### src/rtl/wsr_pkg.sv
package wsr_pkg;

  typedef enum logic [1:0] {
    MODE_HOLD   = 2'b00,
    MODE_STREAM = 2'b01,
    MODE_SHL    = 2'b10,
    MODE_SHR    = 2'b11
  } modeT;

  // Strobes from control to datapath; none set means hold.
  typedef struct packed {
    logic load;
    logic stream;
    logic shiftLeft;
    logic shiftRight;
  } strobeT;

endpackage

### src/rtl/wsr_ctrl.sv
module wsr_ctrl
  import wsr_pkg::*;
#(
  parameter int NUM_WORDS = 5,
  parameter int CNT_W     = 3
) (
  input  logic                 loadEn,
  input  logic [1:0]           mode,
  input  logic [CNT_W-1:0]     wordsUsed,
  output strobeT               strobes,
  output logic [NUM_WORDS-1:0] takeNext,
  output logic [NUM_WORDS-1:0] takeIn
);

  modeT             modeSel;
  logic [CNT_W-1:0] effUsed;

  assign modeSel = modeT'(mode);

  // Load wins over every mode; otherwise decode the mode field.
  always_comb begin
    strobes = '0;
    if (loadEn) begin
      strobes.load = 1'b1;
    end else begin
      case (modeSel)
        MODE_STREAM: strobes.stream     = 1'b1;
        MODE_SHL:    strobes.shiftLeft  = 1'b1;
        MODE_SHR:    strobes.shiftRight = 1'b1;
        default:     ;
      endcase
    end
  end

  // Active word count saturates at the number of physical cells.
  assign effUsed = (wordsUsed > CNT_W'(NUM_WORDS)) ? CNT_W'(NUM_WORDS) : wordsUsed;

  // Per-cell stream selects: below the tail take the next cell, the tail takes wordIn.
  for (genvar i = 0; i < NUM_WORDS; i++) begin : g_cellSel
    assign takeNext[i] = strobes.stream && (CNT_W'(i + 1) < effUsed);
    assign takeIn[i]   = strobes.stream && (CNT_W'(i + 1) == effUsed);
  end

endmodule

### src/rtl/wsr_datapath.sv
module wsr_datapath
  import wsr_pkg::*;
#(
  parameter int WORD_W    = 32,
  parameter int NUM_WORDS = 5,
  localparam int TOTAL    = WORD_W * NUM_WORDS
) (
  input  logic                 clk,
  input  logic                 rstN,
  input  strobeT               strobes,
  input  logic [NUM_WORDS-1:0] takeNext,
  input  logic [NUM_WORDS-1:0] takeIn,
  input  logic [TOTAL-1:0]     loadData,
  input  logic [WORD_W-1:0]    wordIn,
  input  logic                 fillBit,
  output logic [TOTAL-1:0]     parOut,
  output logic [WORD_W-1:0]    wordOut,
  output logic                 shiftedOut
);

  logic [TOTAL-1:0] cells;
  logic [TOTAL-1:0] cellNext;
  logic             shiftedNext;

  // One multiplexer per storage bit.
  for (genvar b = 0; b < TOTAL; b++) begin : g_bit
    localparam int WI  = b / WORD_W;
    localparam int OFF = b % WORD_W;
    logic leftSrc;
    logic rightSrc;
    logic nextSrc;

    if (b == 0) begin : g_lsb
      assign leftSrc = 1'b0;
    end else begin : g_lin
      assign leftSrc = cells[b-1];
    end

    if (b == TOTAL - 1) begin : g_msb
      assign rightSrc = fillBit;
    end else begin : g_rin
      assign rightSrc = cells[b+1];
    end

    if (WI == NUM_WORDS - 1) begin : g_top
      assign nextSrc = cells[b];
    end else begin : g_mid
      assign nextSrc = cells[b+WORD_W];
    end

    assign cellNext[b] = strobes.load       ? loadData[b] :
                         strobes.shiftLeft  ? leftSrc     :
                         strobes.shiftRight ? rightSrc    :
                         takeIn[WI]         ? wordIn[OFF] :
                         takeNext[WI]       ? nextSrc     :
                                              cells[b];
  end

  assign shiftedNext = strobes.shiftLeft  ? cells[TOTAL-1] :
                       strobes.shiftRight ? cells[0]       :
                                            shiftedOut;

  always_ff @(posedge clk) begin
    if (!rstN) begin
      cells      <= '0;
      shiftedOut <= 1'b0;
    end else begin
      cells      <= cellNext;
      shiftedOut <= shiftedNext;
    end
  end

  assign parOut  = cells;
  assign wordOut = cells[WORD_W-1:0];

endmodule

### src/rtl/wordserial_shift_store.sv
module wordserial_shift_store
  import wsr_pkg::*;
#(
  parameter int MAX_BITS   = 160,
  parameter int WORD_W     = 32,
  localparam int NUM_WORDS = (MAX_BITS + WORD_W - 1) / WORD_W,
  localparam int TOTAL     = NUM_WORDS * WORD_W,
  localparam int CNT_W     = $clog2(NUM_WORDS + 1)
) (
  input  logic              clk,
  input  logic              rstN,
  input  logic              loadEn,
  input  logic [TOTAL-1:0]  loadData,
  input  logic [1:0]        mode,
  input  logic [CNT_W-1:0]  wordsUsed,
  input  logic [WORD_W-1:0] wordIn,
  input  logic              fillBit,
  output logic [WORD_W-1:0] wordOut,
  output logic [TOTAL-1:0]  parOut,
  output logic              shiftedOut
);

  strobeT               strobes;
  logic [NUM_WORDS-1:0] takeNext;
  logic [NUM_WORDS-1:0] takeIn;

  wsr_ctrl #(
    .NUM_WORDS(NUM_WORDS),
    .CNT_W    (CNT_W)
  ) u_ctrl (
    .loadEn   (loadEn),
    .mode     (mode),
    .wordsUsed(wordsUsed),
    .strobes  (strobes),
    .takeNext (takeNext),
    .takeIn   (takeIn)
  );

  wsr_datapath #(
    .WORD_W   (WORD_W),
    .NUM_WORDS(NUM_WORDS)
  ) u_dp (
    .clk       (clk),
    .rstN      (rstN),
    .strobes   (strobes),
    .takeNext  (takeNext),
    .takeIn    (takeIn),
    .loadData  (loadData),
    .wordIn    (wordIn),
    .fillBit   (fillBit),
    .parOut    (parOut),
    .wordOut   (wordOut),
    .shiftedOut(shiftedOut)
  );

endmodule

### config.mk
export PLATFORM = sky130hd
export DESIGN_NAME = wordserial_shift_store
export DESIGN_NICKNAME = d
export VERILOG_FILES = /design/src/rtl/wsr_pkg.sv /design/src/rtl/wsr_ctrl.sv /design/src/rtl/wsr_datapath.sv /design/src/rtl/wordserial_shift_store.sv
export SDC_FILE = /design/constraint.sdc
export NUM_CORES = 1
export LEC_CHECK = 0
export CAP_MARGIN = 10
export CORE_ASPECT_RATIO = 0.8
export CORE_MARGIN = 4
export CORE_UTILIZATION = 40
export CTS_CLUSTER_DIAMETER = 30
export DETAILED_ROUTE_END_ITERATION = 7
export DONT_BUFFER_PORTS = 1
export SLEW_MARGIN = 20
export SYNTH_ARGS = -nofsm -noshare
export SYNTH_HDL_FRONTEND = slang
export SYNTH_HIERARCHICAL = 1
export SYNTH_SLANG_ARGS = --single-unit
### constraint.sdc
create_clock -name clk -period 2.81 [get_ports clk]
set_input_delay 0.1405 -clock clk [delete_from_list [all_inputs] [get_ports clk]]
set_output_delay 0.1405 -clock clk [all_outputs]
set_load 0.01 [all_outputs]
==> impl_results.md, run 1 <==
* Synth warn at 6
* Layout area overhead at 17.8%
* Routed Antenna Nets at 0
* R2R Setup Slk at 0.87 ns
* Port Buffers at 0
* Post-Synthesis Cells at 1406
* Gp weighted congestion at 0.893
* Die height at 159 µm
* Setup violations, final at 0
* CTS H-tree lvls at 4
* Final WL at 54.4 mm
* Fraction of layout cells with a size suffix above 1 at 8.15%
* Worst hold path endpoint: u_dp/parOut[34]$_SDFFE_PN0P_
* TritonCTS clock tree: done
* # nets final at 1614
* Worst-Skew Late Latency at 0.45 ns
* Syn_area_per_cell at 8.16 µm²
* Mapped cell area at 11500 µm²
* CP startpoint kind: input pin
* Reg2reg end: u_dp/parOut[8]$_SDFFE_PN0P_
* Crit path required time at 3.15 ns
* Largest fanout on the critical path at 237
* Worst r2r path cells at 4
* Slew Limit Fails at 0
* Starting density of the core at 40.6%
* Setup TNS at 0 ns
* Num ports at 394
* Number of global-route vias before repair at 12000
* Die area at 31500 µm²
* F_max at 0.385 GHz
* First-pass GRT wire length at 79.8 mm
* Worst Hold Depth at 2
* Hold wc startpoint: loadData[34]
* GRT Total Usage at 32.6%
* Row count at 55
* Pre-Repair DR Iteration Count at 8
* CTS root buffer: clkbuf_16
* Maximum VDD drop at 0.000433 V
* Clk buf depth at 2
* Avg WL per Cell at 30.3 µm
* Status: finished clean
* Initial antenna violation count at 2
* Placeable Area at 28300 µm²
* Transition time at the pin with the least slew margin at 1.08 ns
* Pwr Total at 6.75 mW
* Pwr dens at 499 nW/µm²
* Leakage at 4.45 nW
* Max-cap viol count at 0
* Post_cts resized at 0
* DR vias/cell at 6.89
* Total grt overflow at 0
* Worst Skew at 0.00851 ns
* Tcrit/Tclk final at 92.4%
* Clk slew on worst S/H paths at 0.07 ns
* CTS Buf Count at 17
* Largest net degree at the start of global routing at 238
* DP HPWL at 35.8 mm
* Critical path data arrival time at 2.93 ns
* Die W at 197 µm
* Critical path type: in2reg
* Syn nets at 1607
* Tightest Hold Check Type: in2reg
* Unrepaired setup endpoints after global routing: false
* Drt drc at 0
* Crit end category: flip-flop
* Via count at 12400
* Fin crit period at 2.60 ns
* Clock sinks at 161
* Hold Fails Final Rpt at 0
* Reg2reg start: u_dp/parOut[8]$_SDFFE_PN0P_
* Slew HR at 27.6%
* DRT iter0 DRCs at 1413
-- metrics by stage --
step / cell area, µm² / instances / hold WS (ns) / worst slack (ns) / utilization (%)
2_1_floorplan: 11500 / 1406 / 0.321 / 0.573 / -
3_3_place_gp: 11400 / 1609 / 0.288 / 0.457 / 40.3
3_5_place_dp: 11400 / 1609 / 0.298 / 0.451 / 40.3
4_1_cts: 13500 / 1793 / 0.000162 / 0.0606 / 47.7
5_1_grt: 13500 / 1796 / 0.00422 / 0.158 / 47.8
6_report: 13500 / 1797 / 0.00705 / 0.212 / 47.8
-- placed cells by master (no fill, tap or decap), types with 4 or more instances in the layout --
cell           instances
a221oi_1              50
clkinv_2               4
buf_12                11
clkinvlp_4             4
clkbuf_16             17
o221a_2               35
o221ai_1              79
o31ai_1               48
nand2_1              301
dfxtp_1              161
mux2i_1              191
buf_4                 20
or3_1                  8
a21oi_1               79
nand3_1               48
o21a_1                49
o221a_1               43
dlygate4sd3_1        153
a32o_1                32
o21ai_0               54
-- routing by layer --
metal	GRT usage [%]	wire length, µm
met1	43.3	22000
met2	52.0	25300
met3	9.46	5940
met4	8.13	1140
met5	0	0
-- cell type report --
class,count,area [µm²]
Fill cell,2784,14800
Multi-Input combinational cell,1047,7350
Sequential cell,161,3220
Timing Repair Buffer,185,1930
Tap cell,370,463
Clock buffer,20,447
Clock inverter,10,88.8
Antenna cell,3,7.51
Inverter,1,3.75
-- worst max-delay path, cell delays in order --
cell	delay [ns]
or4b_4	0.60
nor3b_4	0.23
buf_12	0.28
nor3_4	0.07
buf_4	0.25
nand3_1	0.13
dlygate4sd3_1	0.56
o31ai_1	0.07
dlygate4sd3_1	0.57
-- repair_timing --
action	in CTS	in global routing
buffers inserted	0	1
endpoints found under the hold margin	160	0
setup endpoints to repair	0	3
hold buffers	154	0
-- worst max-delay path by stage --
stage / from / to / slack, ns / depth (start not counted)
floorplan: loadEn / u_dp/parOut[22]$_SDFFE_PN0P_ / 0.57 / 7
global placement: loadEn / u_dp/parOut[17]$_SDFFE_PN0P_ / 0.46 / 6
detailed placement: loadEn / u_dp/parOut[22]$_SDFFE_PN0P_ / 0.45 / 6
CTS: mode[1] / u_dp/parOut[8]$_SDFFE_PN0P_ / 0.06 / 9
global route: loadEn / u_dp/parOut[41]$_SDFFE_PN0P_ / 0.16 / 9
finish: loadEn / u_dp/parOut[41]$_SDFFE_PN0P_ / 0.21 / 9
-- sequential cells by signal, summed over array words and instances (netlist names) --
register and flops:
u_dp/shiftedOut 1, u_dp/parOut 160
-- power breakdown --
part | switching [mW] | internal (mW)
clock | 1.06 | 1.23
combinational | 0.741 | 0.677
sequential | 0.548 | 2.49
No activity file was read; power rests on OpenSTA's default activity.
==> run 2, diff against run 1 <==
- SYNTH_HIERARCHICAL: 1 -> not set
==> run 2 against run 1 <==
Compared with the run above: die area decreased by 3.7%; combinational power decreased by 4%; non-clock buffer count increased by 100.
==> impl_results.md, run 2 <==
* Largest net degree at the start of global routing at 161 (-32%)
* Syn_area_per_cell at 8.30 µm² (+1.8%)
* Max FFs per register at 160 (unchanged)
* Finished Layout Cells at 1825 (+1.6%)
* Slew Limit Fails at 0 (unchanged)
* Crit path required time at 3.13 ns (-0.02 ns)
* Die area at 30300 µm² (-3.7%)
* Total grt overflow at 0 (unchanged)
* Port Buffers at 0 (unchanged)
* Clock sinks at 161 (unchanged)
* Die height at 157 µm (-1.8%)
* Critical path type: in2reg
* Int Pwr at 4.46 mW (+1.3%)
* Syn nets at 1529 (-4.9%)
* Maximum VDD drop at 0.000404 V (-6.6%)
* Status: finished clean
* Mapped cell area at 11000 µm² (-3.9%)
* Row count at 54 (-1.8%)
* Unrepaired setup endpoints after global routing: false
* Worst-Skew Late Latency at 0.44 ns (about the same)
* Routed Antenna Nets at 0 (unchanged)
* Worst Skew at 0.0111 ns (+0.00256 ns)
* CTS H-tree lvls at 4 (unchanged)
* Tcrit/Tclk final at 88.9% (-3.5 points)
* Fraction of layout cells with a size suffix above 1 at 12.0% (+3.8 points)
* Most frequent cells in the layout: 253 x dlygate4sd3_1, 166 x a31oi_1, 161 x dfxtp_1
* Placeable Area at 27200 µm² (-3.7%)
* Initial antenna violation count at 2 (unchanged)
* Starting density of the core at 40.5% (-0.056 points)
* First-pass GRT wire length at 78.6 mm (-1.5%)
* Avg WL per Cell at 28.8 µm (-4.9%)
* Die W at 194 µm (-1.9%)
* Clk pwr share at 34.3% (+0.4 points)
* Clk buf depth at 2 (unchanged)
* Area share of the leading cell type in the synthesized netlist at 29.2%
* Layout area overhead at 26.4%
* Main flop type after synthesis: dfxtp_1
* Num ports at 394 (unchanged)
* Total placed cells including tap cells at 1537 (-4.5%)
* Area of the multi-input gates at 6860 µm² (-6.7%)
* Sequential element share of the synthesized area at 29.2%
* Post-CTS setup repair buffer count at 0 (unchanged)
* DP HPWL at 33.0 mm (-7.7%)
* Count of state elements after synthesis at 161
* Reg2reg end: u_dp.parOut[97]$_SDFFE_PN0P_
* Reg2reg start: u_dp.parOut[96]$_SDFFE_PN0P_
* Switching share of power at 32.5% (-2.2 points)
* Sequential power share at 45.0% (about the same)
* Top post-synthesis cells by area: dfxtp_1 29%, mux2_2 10%, a31oi_1 9.4%
* CTS root buffer: clkbuf_16
* R2R Setup Slk at 0.37 ns (-0.50 ns)
* Post-Synthesis Cells at 1328 (-5.5%)
* Max-cap viol count at 0 (unchanged)
* Most common library cell in the layout ignoring fill and taps: dlygate4sd3_1
* CP startpoint kind: input pin
* Via count at 12300 (-0.78%)
* Start point of the critical path: mode[1]
* Area leader, netlist: dfxtp_1
* Count of cell types in the netlist at 46
* Slew HR at 26.9% (-0.65 points)
* CTS Buf Count at 17 (unchanged)
* Gate power share at 20.7% (-0.3 points)
* Gp weighted congestion at 0.879 (-1.6%)
* GRT Total Usage at 32.9% (+0.38 points)
* Sw power at 2.15 mW (-8.3%)
* TritonCTS clock tree: done
* Number of global-route vias before repair at 12000 (+0.18%)
* Pwr dens at 474 nW/µm² (-5.0%)
* Worst r2r path cells at 5 (+1)
* DRT iter0 DRCs at 1014 (-28%)
* Final WL at 52.5 mm (-3.4%)
* F_max at 0.400 GHz (+4.0%)
* Post-synth EDFFs at 0
* Fillers at 2559 (-8.1%)
* Drt drc at 0 (unchanged)
* Largest fanout on the critical path at 32 (-86%)
* Synth warn at 0 (-6)
* # nets final at 1647 (+2.0%)
* Crit end category: flip-flop
* Transition time at the pin with the least slew margin at 1.09 ns (+0.00939 ns)
* Pre-Repair DR Iteration Count at 5 (-3)
* DR vias/cell at 6.73 (-2.3%)
* Dominant cell by count in the synthesized netlist: a31oi_1
* Setup violations, final at 0 (unchanged)
* Hold Fails Final Rpt at 0 (unchanged)
* Tightest Hold Check Type: in2reg
* Clk slew on worst S/H paths at 0.07 ns (about the same)
* Asr flop ratio synth at 0%
* Fin crit period at 2.50 ns (-0.0995 ns)
* Storage cell area at 3220 µm² (unchanged)
* Synth top cells by count: 166 x a31oi_1, 161 x dfxtp_1, 156 x o21ai_0, 103 x a22oi_1, 99 x mux2_2
* Critical path data arrival time at 2.82 ns (-0.11 ns)
* Setup TNS at 0 ns (unchanged)
* Critical Path End: u_dp.parOut[126]$_SDFFE_PN0P_
* Leakage at 5.29 nW (+19%)
-- run 2: final cells by class --
| type | instances | area share [%] |
|---|---|---|
| sequential | 161 | 23.1 |
| inverter | 7 | 0.189 |
| multi-input combinational | 974 | 49.2 |
| clock inverter | 10 | 0.637 |
| antenna | 2 | 0.0359 |
| timing repair buffer | 285 | 20.3 |
| clock buffer | 22 | 3.19 |
| tap | 364 | 3.27 |
-- run 2: per-layer routing --
| metal | wire (µm) | track usage [%] | vias to the layer above |
|---|---|---|---|
| li1 | - | - | 5445 |
| met5 | 13 | 0 | - |
| met4 | 2300 | 14.5 | 2 |
| met2 | 24200 | 53.1 | 717 |
| met1 | 21000 | 42.2 | 6003 |
| met3 | 4990 | 8.16 | 121 |
-- run 2: worst min-delay path by stage --
stage,startpoint,end,slack [ns],cells past startpoint
floorplan,wordIn[11],u_dp.parOut[11]$_SDFFE_PN0P_,0.30,2
global placement,rstN,u_dp.parOut[19]$_SDFFE_PN0P_,0.29,2
detailed placement,rstN,u_dp.parOut[49]$_SDFFE_PN0P_,0.30,2
CTS,wordIn[26],u_dp.parOut[90]$_SDFFE_PN0P_,0.0002,2
global route,loadData[38],u_dp.parOut[38]$_SDFFE_PN0P_,0.004,2
finish,loadData[38],u_dp.parOut[38]$_SDFFE_PN0P_,0.01,2
-- run 2: stage by stage --
stage                     utilization [%]  power, mW  hold slack, ns  area, µm²  worst slack, ns
after global placement               39.8       3.92           0.293      10800            0.872
final                                51.2       6.61          0.0126      13900            0.312
after floorplan                         -       3.73           0.296      11000             1.35
after CTS                            51.2       6.59        0.000186      13900            0.399
after global routing                 51.2       6.87         0.00397      13900            0.261
after detailed placement             39.8       3.94           0.299      10800            0.828
-- run 2: cell families after synthesis --
family | synth area share [%]
AOI/OAI and AO/OA | 35.7
buffers and inverters | 9.07
DFF | 29.2
muxes | 15.6
and+or+nand+nor | 10.4
-- run 2: timing repair --
action	in CTS	in global routing
hold buffers	254	0
resized for setup	0	0
hold endpoints to repair	161	0
-- run 2: power groups by stage --
stage | registers [mW] | clock network (mW) | logic [mW]
after floorplan | 2.81 | 0 | 0.928
after global placement | 3.02 | 0 | 0.899
after detailed placement | 3.02 | 0 | 0.921
after CTS | 2.96 | 2.28 | 1.34
after global routing | 3.00 | 2.39 | 1.49
final | 2.98 | 2.27 | 1.37
-- run 2: worst max-delay path: stages --
cell and delay, ns:
nor4_4 0.40, buf_4 0.28, nand2_2 0.45, nand3b_1 0.24, dlygate4sd3_1 0.58, a41oi_1 0.11
dlygate4sd3_1 0.59
